--- config.mk ---
export PLATFORM = sky130hd
export DESIGN_NAME = cid_fsk_mod
export DESIGN_NICKNAME = d
export VERILOG_FILES = /design/src/rtl/cid_fsk_pkg.sv /design/src/rtl/cid_fsk_sine.sv /design/src/rtl/cid_fsk_scale.sv /design/src/rtl/cid_fsk_mod.sv
export SDC_FILE = /design/constraint.sdc
export NUM_CORES = 1
export LEC_CHECK = 0
export BUFFER_PORTS_ARGS = -buffer_cell sky130_fd_sc_hd__buf_2
export CAP_MARGIN = 5
export CORE_MARGIN = 5
export CORE_UTILIZATION = 60
export CTS_BUF_LIST = sky130_fd_sc_hd__clkbuf_8
export DETAILED_ROUTE_END_ITERATION = 10
export PLACE_DENSITY_LB_ADDON = 0.05
export SYNTH_ARGS = -nofsm -noshare
export SYNTH_HDL_FRONTEND = slang
export SYNTH_SLANG_ARGS = --single-unit
export TNS_END_PERCENT = 100
--- constraint.sdc ---
create_clock -name clk -period 12.05 [get_ports clk]
set_input_delay 2.41 -clock clk [delete_from_list [all_inputs] [get_ports clk]]
set_output_delay 2.41 -clock clk [all_outputs]
set_load 0.02 [all_outputs]
--- src/rtl/cid_fsk_pkg.sv ---
package cid_fsk_pkg;
    localparam int BYTE_W    = 8;
    localparam int FRAME_W   = 10;
    localparam int LEN_W     = $clog2(FRAME_W + 1);
    localparam int WORD_W    = 16;
    localparam int DROP_W    = 3;
    localparam int KEEP_W    = WORD_W - DROP_W;
    localparam int PHASE_W   = 16;
    localparam int LUT_ABITS = 4;
    localparam int SAMPLE_W  = 16;

    typedef enum logic [2:0] {
        A_DATA   = 3'd0,
        A_CTRL   = 3'd1,
        A_PERIOD = 3'd2,
        A_FMARK  = 3'd3,
        A_FSPACE = 3'd4,
        A_AMARK  = 3'd5,
        A_ASPACE = 3'd6,
        A_CLEAR  = 3'd7
    } reg_addr_e;

    typedef struct packed {
        logic [BYTE_W-1:0]          hold;
        logic                       hold_full;
        logic                       bare;
        logic                       irq_en;
        logic                       tx_en;
        logic [WORD_W-1:0]          period;
        logic [KEEP_W-1:0]          f_mark;
        logic [KEEP_W-1:0]          f_space;
        logic [KEEP_W-1:0]          a_mark;
        logic [KEEP_W-1:0]          a_space;
        logic [FRAME_W-1:0]         frame;
        logic [LEN_W-1:0]           remain;
        logic                       active;
        logic [WORD_W-1:0]          timer;
        logic [PHASE_W-1:0]         phase;
        logic                       pend;
        logic signed [SAMPLE_W-1:0] sample;
        logic                       vld;
    } fsk_state_t;
endpackage

--- src/rtl/cid_fsk_sine.sv ---
module cid_fsk_sine
    import cid_fsk_pkg::*;
(
    input  logic [LUT_ABITS+1:0]        ph_i,
    output logic signed [SAMPLE_W-1:0]  wave_o
);
    logic [LUT_ABITS-1:0] idx;
    logic [SAMPLE_W-1:0]  mag;

    always_comb begin
        idx = ph_i[LUT_ABITS] ? ~ph_i[LUT_ABITS-1:0] : ph_i[LUT_ABITS-1:0];
        case (idx)
            4'd0:  mag = 16'd1608;
            4'd1:  mag = 16'd4808;
            4'd2:  mag = 16'd7962;
            4'd3:  mag = 16'd11039;
            4'd4:  mag = 16'd14010;
            4'd5:  mag = 16'd16846;
            4'd6:  mag = 16'd19519;
            4'd7:  mag = 16'd22005;
            4'd8:  mag = 16'd24279;
            4'd9:  mag = 16'd26319;
            4'd10: mag = 16'd28105;
            4'd11: mag = 16'd29621;
            4'd12: mag = 16'd30852;
            4'd13: mag = 16'd31785;
            4'd14: mag = 16'd32412;
            default: mag = 16'd32728;
        endcase
        wave_o = ph_i[LUT_ABITS+1] ? -$signed(mag) : $signed(mag);
    end
endmodule

--- src/rtl/cid_fsk_scale.sv ---
module cid_fsk_scale
    import cid_fsk_pkg::*;
(
    input  logic signed [SAMPLE_W-1:0] wave_i,
    input  logic [WORD_W-1:0]          amp_i,
    output logic signed [SAMPLE_W-1:0] out_o
);
    localparam int PROD_W = SAMPLE_W + WORD_W + 1;
    localparam int SHIFT  = WORD_W - 1;
    localparam logic signed [PROD_W-1:0] MAX_V = PROD_W'(2**(SAMPLE_W-1) - 1);
    localparam logic signed [PROD_W-1:0] MIN_V = -PROD_W'(2**(SAMPLE_W-1));

    logic signed [PROD_W-1:0] w_ext, a_ext, prod, shifted;

    always_comb begin
        w_ext   = PROD_W'(wave_i);
        a_ext   = $signed({{(PROD_W-WORD_W){1'b0}}, amp_i});
        prod    = w_ext * a_ext;
        shifted = prod >>> SHIFT;
        if (shifted > MAX_V)      out_o = MAX_V[SAMPLE_W-1:0];
        else if (shifted < MIN_V) out_o = MIN_V[SAMPLE_W-1:0];
        else                      out_o = shifted[SAMPLE_W-1:0];
    end
endmodule

--- src/rtl/cid_fsk_mod.sv ---
module cid_fsk_mod
    import cid_fsk_pkg::*;
(
    input  logic                       clk,
    input  logic                       rst_n,
    input  logic                       tick_i,
    input  logic                       cfg_we_i,
    input  logic [2:0]                 cfg_addr_i,
    input  logic [WORD_W-1:0]          cfg_wdata_i,
    output logic                       irq_o,
    output logic                       line_bit_o,
    output logic                       sample_vld_o,
    output logic signed [SAMPLE_W-1:0] sample_o
);
    localparam logic [LEN_W-1:0] LEN_FRAMED = LEN_W'(FRAME_W);
    localparam logic [LEN_W-1:0] LEN_BARE   = LEN_W'(BYTE_W);

    fsk_state_t q, d;

    logic                       cur_bit;
    logic [WORD_W-1:0]          freq_w, amp_w, last_cnt;
    logic signed [SAMPLE_W-1:0] wave, scaled;
    logic                       load_now;

    cid_fsk_sine u_sine (
        .ph_i   (q.phase[PHASE_W-1 -: LUT_ABITS+2]),
        .wave_o (wave)
    );

    cid_fsk_scale u_scale (
        .wave_i (wave),
        .amp_i  (amp_w),
        .out_o  (scaled)
    );

    always_comb begin
        cur_bit  = q.active ? q.frame[0] : 1'b1;
        freq_w   = cur_bit ? {q.f_mark, {DROP_W{1'b0}}} : {q.f_space, {DROP_W{1'b0}}};
        amp_w    = cur_bit ? {q.a_mark, {DROP_W{1'b0}}} : {q.a_space, {DROP_W{1'b0}}};
        last_cnt = (q.period == '0) ? '0 : q.period - 1'b1;
    end

    always_comb begin
        d        = q;
        d.vld    = 1'b0;
        load_now = 1'b0;

        if (tick_i) begin
            d.vld = 1'b1;
            if (q.tx_en) begin
                d.sample = scaled;
                d.phase  = q.phase + PHASE_W'(freq_w);
                if (q.active) begin
                    if (q.timer == last_cnt) begin
                        d.timer = '0;
                        if (q.remain == LEN_W'(1)) begin
                            if (q.hold_full) load_now = 1'b1;
                            else             d.active = 1'b0;
                        end else begin
                            d.frame  = {1'b1, q.frame[FRAME_W-1:1]};
                            d.remain = q.remain - 1'b1;
                        end
                    end else begin
                        d.timer = q.timer + 1'b1;
                    end
                end
            end else begin
                d.sample = '0;
            end
        end

        if (!q.active && q.hold_full && q.tx_en) load_now = 1'b1;

        if (load_now) begin
            d.frame     = q.bare ? {2'b11, q.hold} : {1'b1, q.hold, 1'b0};
            d.remain    = q.bare ? LEN_BARE : LEN_FRAMED;
            d.active    = 1'b1;
            d.timer     = '0;
            d.hold_full = 1'b0;
            d.pend      = 1'b1;
        end

        if (cfg_we_i) begin
            case (reg_addr_e'(cfg_addr_i))
                A_DATA: begin
                    d.hold      = cfg_wdata_i[BYTE_W-1:0];
                    d.hold_full = 1'b1;
                end
                A_CTRL: begin
                    d.bare   = cfg_wdata_i[0];
                    d.irq_en = cfg_wdata_i[1];
                    d.tx_en  = cfg_wdata_i[2];
                end
                A_PERIOD: d.period  = cfg_wdata_i;
                A_FMARK:  d.f_mark  = cfg_wdata_i[WORD_W-1:DROP_W];
                A_FSPACE: d.f_space = cfg_wdata_i[WORD_W-1:DROP_W];
                A_AMARK:  d.a_mark  = cfg_wdata_i[WORD_W-1:DROP_W];
                A_ASPACE: d.a_space = cfg_wdata_i[WORD_W-1:DROP_W];
                default: begin
                    if (cfg_wdata_i[0] && !load_now) d.pend = 1'b0;
                end
            endcase
        end
    end

    always_ff @(posedge clk or negedge rst_n) begin
        if (!rst_n) q <= '0;
        else        q <= d;
    end

    assign irq_o        = q.pend & q.irq_en;
    assign line_bit_o   = cur_bit;
    assign sample_vld_o = q.vld;
    assign sample_o     = q.sample;
endmodule

* After elaboration in Yosys (flattened, before gate mapping)
Memory sizes are Yosys's and may differ from the RTL's.
Cells that the tools add are included.
** Operators by class
- Add/subtract/negate cells :: 5
- Multiply operators :: 1
- Order comparisons :: 2
- Equal/unequal tests :: 9
- Multiplexer cells :: 40
- Bitwise logic cells :: 2
- Reduce and logical (&&, ||, !) cells :: 23
** Operators by type and width (count)
- two-way mux 16 bit :: 9
- two-way mux 47 bit :: 2
- two-way mux 72 bit :: 1
- two-way mux 31 bit :: 2
- two-way mux 13 bit :: 4
- multiplier 16 x 17 -> 33 bit :: 1
- > comparator 18 x 16 -> 1 bit, second input constant :: 1
- less-than comparator 18 x 16 -> 1 bit, second input constant :: 1
- AND reduction 2 bit :: 9
- adder 16 x 1 -> 16 bit, second input constant :: 1
- adder 16 bit :: 1
- equality test 16 bit :: 1
- logical NOT 16 bit :: 1
- two-way mux 1 bit :: 16
- negation 16 bit :: 1
- subtractor 16 x 1 -> 16 bit, second input constant :: 1
- two-way mux 15 bit :: 1
- two-way mux 14 bit :: 1
- equality test 3 bit, second input constant :: 3
- two-way mux 9 bit :: 1
- nonzero test 2 bit :: 4
- OR reduction 7 bit :: 1
- equality test 3 x 2 -> 1 bit, second input constant :: 2
- AND reduction 5 bit :: 1
- other kinds (13) :: 16
** Storage, ports and cells
- Bits in registers :: 145
- Bits in read-only memories :: 240
- Bits of input ports :: 23
- Output and inout port bits :: 19
- Logic and storage cells :: 101
- Memories :: 1
** Memory list
- (name not given) :: depth 16, width 15, read ports 1, clocked after memory_dff 0, write ports 0, line cid_fsk_sine.sv:12 : case (idx)

* Longest topological paths before layout
Gate-level depths: netlist (run 1).
- Word-level depth :: 13
- Mapped depth :: 39
- Mapped depth without buffers :: 36

* Hierarchy
Synthesis (run 1) repeated with hierarchy kept, for this count alone.
** Second synthesis, totals
- Cells, all modules :: 1908
- Area total of the unflattened synthesis :: 17843.4 um^2
** Modules (own cells, without submodules)
- cid_fsk_scale :: times used 1, cells each 1034, area each 8901.0 um^2, sequential area each 0.0 um^2
- cid_fsk_mod :: times used 1, cells each 703, area each 7688.6 um^2, sequential area each 3553.4 um^2
- cid_fsk_sine :: times used 1, cells each 171, area each 1253.7 um^2, sequential area each 0.0 um^2

* Worst setup path after synthesis (run 1)
Ideal clock, no wire load.
- Path type :: register -> register
- Start point :: register q[32] (netlist bit)
- End point :: register q, in the netlist sample_o[10]
- Setup time :: 66 ps
- Arrival time :: 9499 ps
- Data required time :: 11984 ps
- Slack :: 2485 ps
- Cell stages (with the launch flop) :: 36
- Path buffers :: 5
- Period minus slack after synthesis :: 9565 ps
- Cell sequence :: dfrtp_1 > buf_4 > buf_4 > clkbuf_1 > xor2_1 > inv_1 > ha_1 > mux2_2 > a222oi_1 > nor4b_2 > a41oi_4 > inv_4 > clkbuf_1 > xnor2_1 > nand2_1 > fa_1 > fa_1 > inv_1 > fa_1 > fa_1 > fa_1 > inv_1 > fa_1 > inv_1 > ha_1 > a21oi_1 > o21a_1 > o21ai_0 > a31oi_1 > o22ai_1 > or4_1 > nand3_1 > o211ai_2 > a41oi_4 > buf_6 > a221o_1
** On the way
- Word-level cells in the longest chain between the ends :: 9
** RTL lines
- from (decl) :: line cid_fsk_mod.sv:18 : fsk_state_t q, d;
- from (signal assigned) :: line cid_fsk_mod.sv:107 : if (!rst_n) q <= '0;
- from (signal assigned) :: line cid_fsk_mod.sv:108 : else q <= d;
- two-way mux 4 bit * :: line cid_fsk_sine.sv:11 : idx = ph_i[LUT_ABITS] ? ~ph_i[LUT_ABITS-1:0] : ph_i[LUT_ABITS-1:0];
- memory read (16 x 15 bit) *
- negation 16 bit :: line cid_fsk_sine.sv:30 : wave_o = ph_i[LUT_ABITS+1] ? -$signed(mag) : $signed(mag);
- two-way mux 16 bit * :: line cid_fsk_sine.sv:30
- multiplier 16 x 17 -> 33 bit * :: line cid_fsk_scale.sv:18 : prod = w_ext * a_ext;
- less-than comparator 18 x 16 -> 1 bit :: line cid_fsk_scale.sv:21 : else if (shifted < MIN_V) out_o = MIN_V[SAMPLE_W-1:0];
- two-way mux 16 bit :: line cid_fsk_scale.sv:21
- two-way mux 16 bit * :: line cid_fsk_scale.sv:20 : if (shifted > MAX_V) out_o = MAX_V[SAMPLE_W-1:0];
- two-way mux 16 bit * :: line cid_fsk_mod.sv:50 : if (q.tx_en) begin
Every way passes the cells marked *; elsewhere a longest branch is shown, timed or not.
A chain may end at the register's enable or synchronous reset.

* Worst setup path after layout (run 1)
- Start point :: register q[32] (netlist bit)
- End point :: register q, in the netlist sample_o[14]
The elaborated chain is that of the path after synthesis.

==> summary.txt, run 1 <==
Outcome
  – Status: complete, no violations

Floorplan
  – Core Box Area: 0.02606 sq mm
  – # rows: 59
  – Die ar.: 0.02979 sq mm
  – Starting Density: 60.86%
  – Horiz. Die Dim: 172.6 um
  – Die height: 172.6 um
  – I/O pin cnt: 42

Yosys
  – Synth top area cells: dfrtp_1, fa_1, ha_1
  – Seq cells post-synth: 142
  – Unique masters post-synth: 87
  – Synthesis warning total: 0
  – Share of flip-flops with an asynchronous set or reset: 100.0%
  – Synth area leader: dfrtp_1
  – Syn_nets: 1969
  – Synthesized area per cell: 9.577 sq um
  – Mapped Area: 0.01586 sq mm
  – Top-area cell type share of the netlist area: 22.40%
  – Leading register cell type out of synthesis: dfrtp_1
  – Post-synth EDFFs: 0
  – Gate Count Post-Synth: 1656
  – Post-synthesis sequential area ratio: 22.40%

STA
  – Worst-margin pin slew: 1382 ps
  – Worst slew margin: 5.210%
  – Setup WS post-layout: 1582 ps
  – Final hold violation count: 0
  – RSZ-0062 raised after global routing: false
  – Max Slew Vio Count: 0
  – Fmax: 95.53 MHz
  – # setup viols final: 0
  – Clock Skew: 25.08 ps
  – Setup TNS: 0 ps
  – Fin crit share: 86.88%
  – Minimum clock period after layout: 10470 ps

Flow run
  – MaxCap Viol Count: 0

GRT
  – First-pass GRT wire length: 64130 um
  – Largest net degree at the start of global routing: 90
  – GRT Overall Usage: 26.41%
  – Initial antenna violation count: 0
  – Total congestion overflow: 0
  – Vias in the first global route: 11970

Route
  – Wire length on met2: 17470 um
  – Metal3 WL: 2533 um
  – Met1 Wirelength: 18380 um
  – Vias per cell: 5.883
  – Vias: 11840
  – Antenna Nets Post-Route: 0
  – Drt wl/cell: 19.38 um
  – Top routing layer used: met4
  – Number of detailed-route iterations in the first pass: 7
  – WL final: 38990 um
  – Post-route DRC: 0
  – DR iter-0 viols: 897

Clock tree
  – H-Tree Depth: 4
  – # resized after CTS: 0
  – Setup Fix Bufs, Post-CTS: 0
  – Cts hold-fix bufs: 0
  – CTS tree: built
  – Clock Path Buffers: 2
  – CTS buffer count: 17
  – Clock sink count: 142
  – Clk_lat worst skew: 460 ps
  – Worst-path clk slew: 100 ps
  – Clk root buf: clkbuf_8

Cells and area
  – Total Nets Final: 1977
  – Ant. Diodes: 0
  – Finished Layout Cells: 2012
  – Fillcell total: 2167
  – P&R area growth vs syn: 4.907%
  – Fin util: 63.85%
  – Layout cells sized above 1: 14.19%

Setup path
  – Kind of critical path: reg -> reg
  – Critical path's largest stage delay: 940 ps
  – Crit-path most repeated cell: fa_1
  – CP Capture Type: flip-flop
  – Worst path arrival time: 10860 ps
  – Crit path required time: 12440 ps
  – Critical-path top delay cell: xnor2_1
  – Crit path max fanout: 15
  – Critical path launch point type: flip-flop

Place
  – Placed cells: 1980
  – IO buf count: 41
  – Post-DP HPWL: 30840 um
  – Pre-CTS setup slack: 1745 ps
  – Final Wtd Congestion: 0.9596

Min path
  – Hold Crit Class: reg -> reg
-- final cells by class --
| cell class | instances | area [sq um] | share of cell area, % |
|---|---|---|---|
| Timing Repair Buffer | 61 | 361.6 | 2.173 |
| Multi-Input combinational cell | 1207 | 11040 | 66.33 |
| Sequential cell | 142 | 3553 | 21.36 |
| Clock buffer | 17 | 234.0 | 1.406 |
| Clock inverter | 15 | 148.9 | 0.8949 |
| Tap cell | 335 | 419.2 | 2.519 |
| Inverter | 235 | 884.6 | 5.317 |
-- sequential cells by signal, summed over array words and instances, names as in the netlist --
| register | flops |
|---|---|
| sample_vld_o | 1 |
| q | 125 |
| sample_o | 16 |
-- routing by layer --
metal	track usage, %	vias to the layer above
met3	5.262	39
met4	5.117	0
met1	39.85	5876
li1	-	5564
met5	0	-
met2	40.06	358
-- cell usage in the layout (no fill, tap or decap), types with 7 or more instances in the layout --
master and instances:
mux2i_1 27, dfrtp_1 142, nand2b_1 20, nor4_1 9, ha_1 135, o21ai_0 38, a221o_1 23, nand2_1 147
buf_2 40, buf_4 20, or2_2 7, clkbuf_8 17, xnor2_1 41, and2_1 18, a31oi_1 16, nor2_1 145
and3_1 12, nand3_1 18, nand4b_1 7, nor2b_1 12, nand4_1 12, a21o_1 21, nor3_1 18, fa_1 155
inv_1 232, xor2_1 31, mux2_2 106, o31ai_1 9, a21oi_1 56, a22o_1 7
-- critical path: cells and delay by family, from the launching register on --
| family | cells | cell delay (ps) |
|---|---|---|
| simple gates | 7 | 1630 |
| flops | 1 | 590 |
| compound gates | 8 | 2650 |
| xor+xnor | 2 | 1340 |
| buf+inv | 5 | 380 |
| fa+ha+maj | 8 | 3810 |
-- logic make-up (layout without fill, tap and decap cells) --
group	Yosys count	count (layout)	synth area share, %
XOR/XNOR	75	75	4.434
AND/OR/NAND/NOR	467	467	14.30
flip-flops	142	142	22.40
adder cells (fa/ha/maj)	290	290	30.21
buffers and inverters	307	328	8.086
AO/OA/AOI/OAI	237	237	10.79
multiplexers	138	138	9.766
-- cell usage after synthesis (all sizes together) (7+ instances only) --
library cell and instances:
inv 234, fa 155, nand2 147, nor2 146, dfrtp 142, ha 135
mux2 108, a21oi 59, xnor2 42, o21ai 40, buf 38, clkbuf 34
xor2 31, mux2i 28, a221o 23, nand2b 23, a21o 21, nor3 19
and2 18, nand3 18, a31oi 16, nor4 13, and3 12, nand4 12
nor2b 12, o31ai 9, a22o 7, nand4b 7, or2 7
-- path summary, 6_finish.rpt --
| check | from | endpoint | slack, ps | depth (start not counted) |
|---|---|---|---|---|
| worst max-delay path | q[32] | sample_o[14] | 1580 | 30 |
| worst min-delay path | q[64] | q[64] | 480 | 1 |
| worst max register to register | q[32] | sample_o[14] | 1580 | 30 |
| worst min register to register | q[64] | q[64] | 480 | 1 |
| max in group asynchronous | rst_n | q[126] | 8740 | 2 |
| min in group asynchronous | rst_n | sample_o[9] | 1980 | 1 |
-- metrics by stage --
| step | area (sq um) | hold WS, ps |
|---|---|---|
| after floorplan | 15860 | 435.2 |
| after global placement | 16260 | 449.4 |
| after detailed placement | 16260 | 455.9 |
| after CTS | 16640 | 479.3 |
| after global routing | 16640 | 512.1 |
| final | 16640 | 478.6 |
Power of run 1 is left out: the tool's default activity adds up to more than one toggle a clock period on the data nets, which glitch-free logic cannot reach.
==> run 2, diff against run 1 <==
--- a/config.mk
+++ b/config.mk
@@ -12,6 +12,8 @@
 export CTS_BUF_LIST = sky130_fd_sc_hd__clkbuf_8
 export DETAILED_ROUTE_END_ITERATION = 10
 export PLACE_DENSITY_LB_ADDON = 0.05
+export RECOVER_POWER = 25
+export SETUP_SLACK_MARGIN = 0.15
 export SYNTH_ARGS = -nofsm -noshare
 export SYNTH_HDL_FRONTEND = slang
 export SYNTH_SLANG_ARGS = --single-unit
==> summary.txt, run 2 (synthesized netlist as in run 1, its figures left out) <==
Clock tree
  – Clk root buf: clkbuf_8
  – Cts hold-fix bufs: 0 (unchanged)
  – Clock sink count: 142 (unchanged)
  – CTS buffer count: 17 (unchanged)
  – # resized after CTS: 0 (unchanged)
  – Setup Fix Bufs, Post-CTS: 0 (unchanged)
  – Clk_lat worst skew: 460 ps (about the same)
  – H-Tree Depth: 4 (unchanged)
  – Worst-path clk slew: 100 ps (about the same)
  – Clock Path Buffers: 2 (unchanged)
  – CTS tree: built

Floorplan
  – Horiz. Die Dim: 172.6 um (unchanged)
  – Die height: 172.6 um (unchanged)
  – Core Box Area: 0.02606 sq mm (unchanged)
  – Die ar.: 0.02979 sq mm (unchanged)
  – I/O pin cnt: 42 (unchanged)
  – Starting Density: 60.86% (unchanged)
  – # rows: 59 (unchanged)

GRT
  – GR Util met1: 39.85% (unchanged)
  – Initial antenna violation count: 0 (unchanged)
  – First-pass GRT wire length: 64130 um (unchanged)
  – GRT Overall Usage: 26.41% (unchanged)
  – Met3 usage: 5.262% (unchanged)
  – GRT busiest layer: met2
  – Largest net degree at the start of global routing: 90 (unchanged)
  – Total congestion overflow: 0 (unchanged)
  – GRT met2 Usage: 40.06% (unchanged)
  – Vias in the first global route: 11970 (unchanged)

Flow run
  – MaxCap Viol Count: 1 (+1)

Setup path
  – Critical path's largest stage delay: 940 ps (about the same)
  – Crit-path most repeated cell: fa_1
  – Critical-path top delay cell: xnor2_1
  – Crit path max fanout: 15 (unchanged)
  – Worst path arrival time: 10860 ps (about the same)
  – Crit path required time: 12440 ps (about the same)
  – CP Capture Type: flip-flop
  – Kind of critical path: reg -> reg
  – Critical path launch point type: flip-flop

Min path
  – Hold Crit Class: reg -> reg

Place
  – Final Wtd Congestion: 0.9596 (unchanged)
  – Post-DP HPWL: 30840 um (unchanged)
  – Pre-CTS setup slack: 1745 ps (unchanged)
  – IO buf count: 41 (unchanged)

Route
  – Post-route DRC: 0 (unchanged)
  – Vias: 11840 (+0.017%)
  – Antenna Nets Post-Route: 0 (unchanged)
  – Drt wl/cell: 19.38 um (unchanged)
  – Vias per cell: 5.884 (about the same)
  – WL final: 38990 um (unchanged)
  – DR iter-0 viols: 898 (+0.11%)
  – Number of detailed-route iterations in the first pass: 7 (unchanged)

Cells and area
  – Reg area: 0.003553 sq mm (unchanged)
  – Most flop-heavy register: q
  – Commonest non-fill, non-tap cell in the layout: inv_1
  – Fillcell total: 2169 (+0.092%)
  – Layout cells sized above 1: 14.07% (-0.12 points)
  – Most frequent cells in the layout: inv_1, fa_1, nand2_1, nor2_1, dfrtp_1
  – Total Nets Final: 1977 (unchanged)
  – Ant. Diodes: 0 (unchanged)
  – Fin util: 63.82% (about the same)
  – Multi-input gate area: 0.01104 sq mm (unchanged)
  – P&R area growth vs syn: 4.852% (about the same)
  – Max FFs per register: 125 (unchanged)

STA
  – Worst slew margin: -224.9% (-230 points)
  – RSZ-0062 raised after global routing: false
  – Minimum clock period after layout: 10470 ps (+0.9100 ps)
  – Clock Skew: 25.22 ps (+0.1438 ps)
  – # setup viols final: 0 (unchanged)
  – Fmax: 95.52 MHz (about the same)
  – Worst-margin pin slew: 4873 ps (+3491 ps)
  – Fin crit share: 86.88% (about the same)
  – Max Slew Vio Count: 90 (+90)
  – Final hold violation count: 0 (unchanged)
  – Setup TNS: 0 ps (unchanged)
  – Setup WS post-layout: 1581 ps (-0.9100 ps)

Outcome
  – Status: complete, but fails checks
  – Failing checks: capacitance limit, slew limit
run 2: changes by cell type in the layout (fill, tap and decap cells not counted):
cell	before	now
buf_2	40	39
clkbuf_1	0	2
buf_6	1	0
run 2: path summary, 6_finish.rpt:
kind	startpoint	to	slack, ps	cells after the start
setup / recovery	q[32]	sample_o[14]	1580	30
hold / removal	q[64]	q[64]	480	1
min in group asynchronous	rst_n	sample_o[9]	3680	1
max in group asynchronous	rst_n	q[134]	5590	1
setup reg to reg	q[32]	sample_o[14]	1580	30
hold reg to reg	q[64]	q[64]	480	1
run 2: final cells by class:
cell class	count	area share, %
clock buffers	17	1.407
clock inverters	15	0.8953
inverters	235	5.319
multi-input cells	1207	66.37
flip-flops and latches	142	21.37
well taps	335	2.521
repair buffers	61	2.122
run 2: per-stage QoR:
stage | instance area (sq um) | hold slack [ps] | std cells
floorplan | 15860 | 435.2 | 1656
global placement | 16260 | 449.4 | 1980
detailed placement | 16260 | 455.9 | 1980
CTS | 16640 | 479.3 | 2012
global route | 16630 | 512.1 | 2012
finish | 16630 | 478.6 | 2012
run 2: critical path: cells and delay by family, from the launching register on:
| kind | cells | cell delay [ps] |
|---|---|---|
| AO/OA/AOI/OAI | 8 | 2650 |
| XOR/XNOR | 2 | 1340 |
| adder cells (fa/ha/maj) | 8 | 3810 |
| buffers and inverters | 5 | 380 |
| flip-flops | 1 | 590 |
| AND/OR/NAND/NOR | 7 | 1630 |
run 2: metal layers:
metal,vias to the layer above,share of wire (%)
li1,5564,-
met1,5878,47
met2,358,45
met3,39,6.5
met4,0,1.6
met5,-,0
Power of run 2 is left out for the same reason.
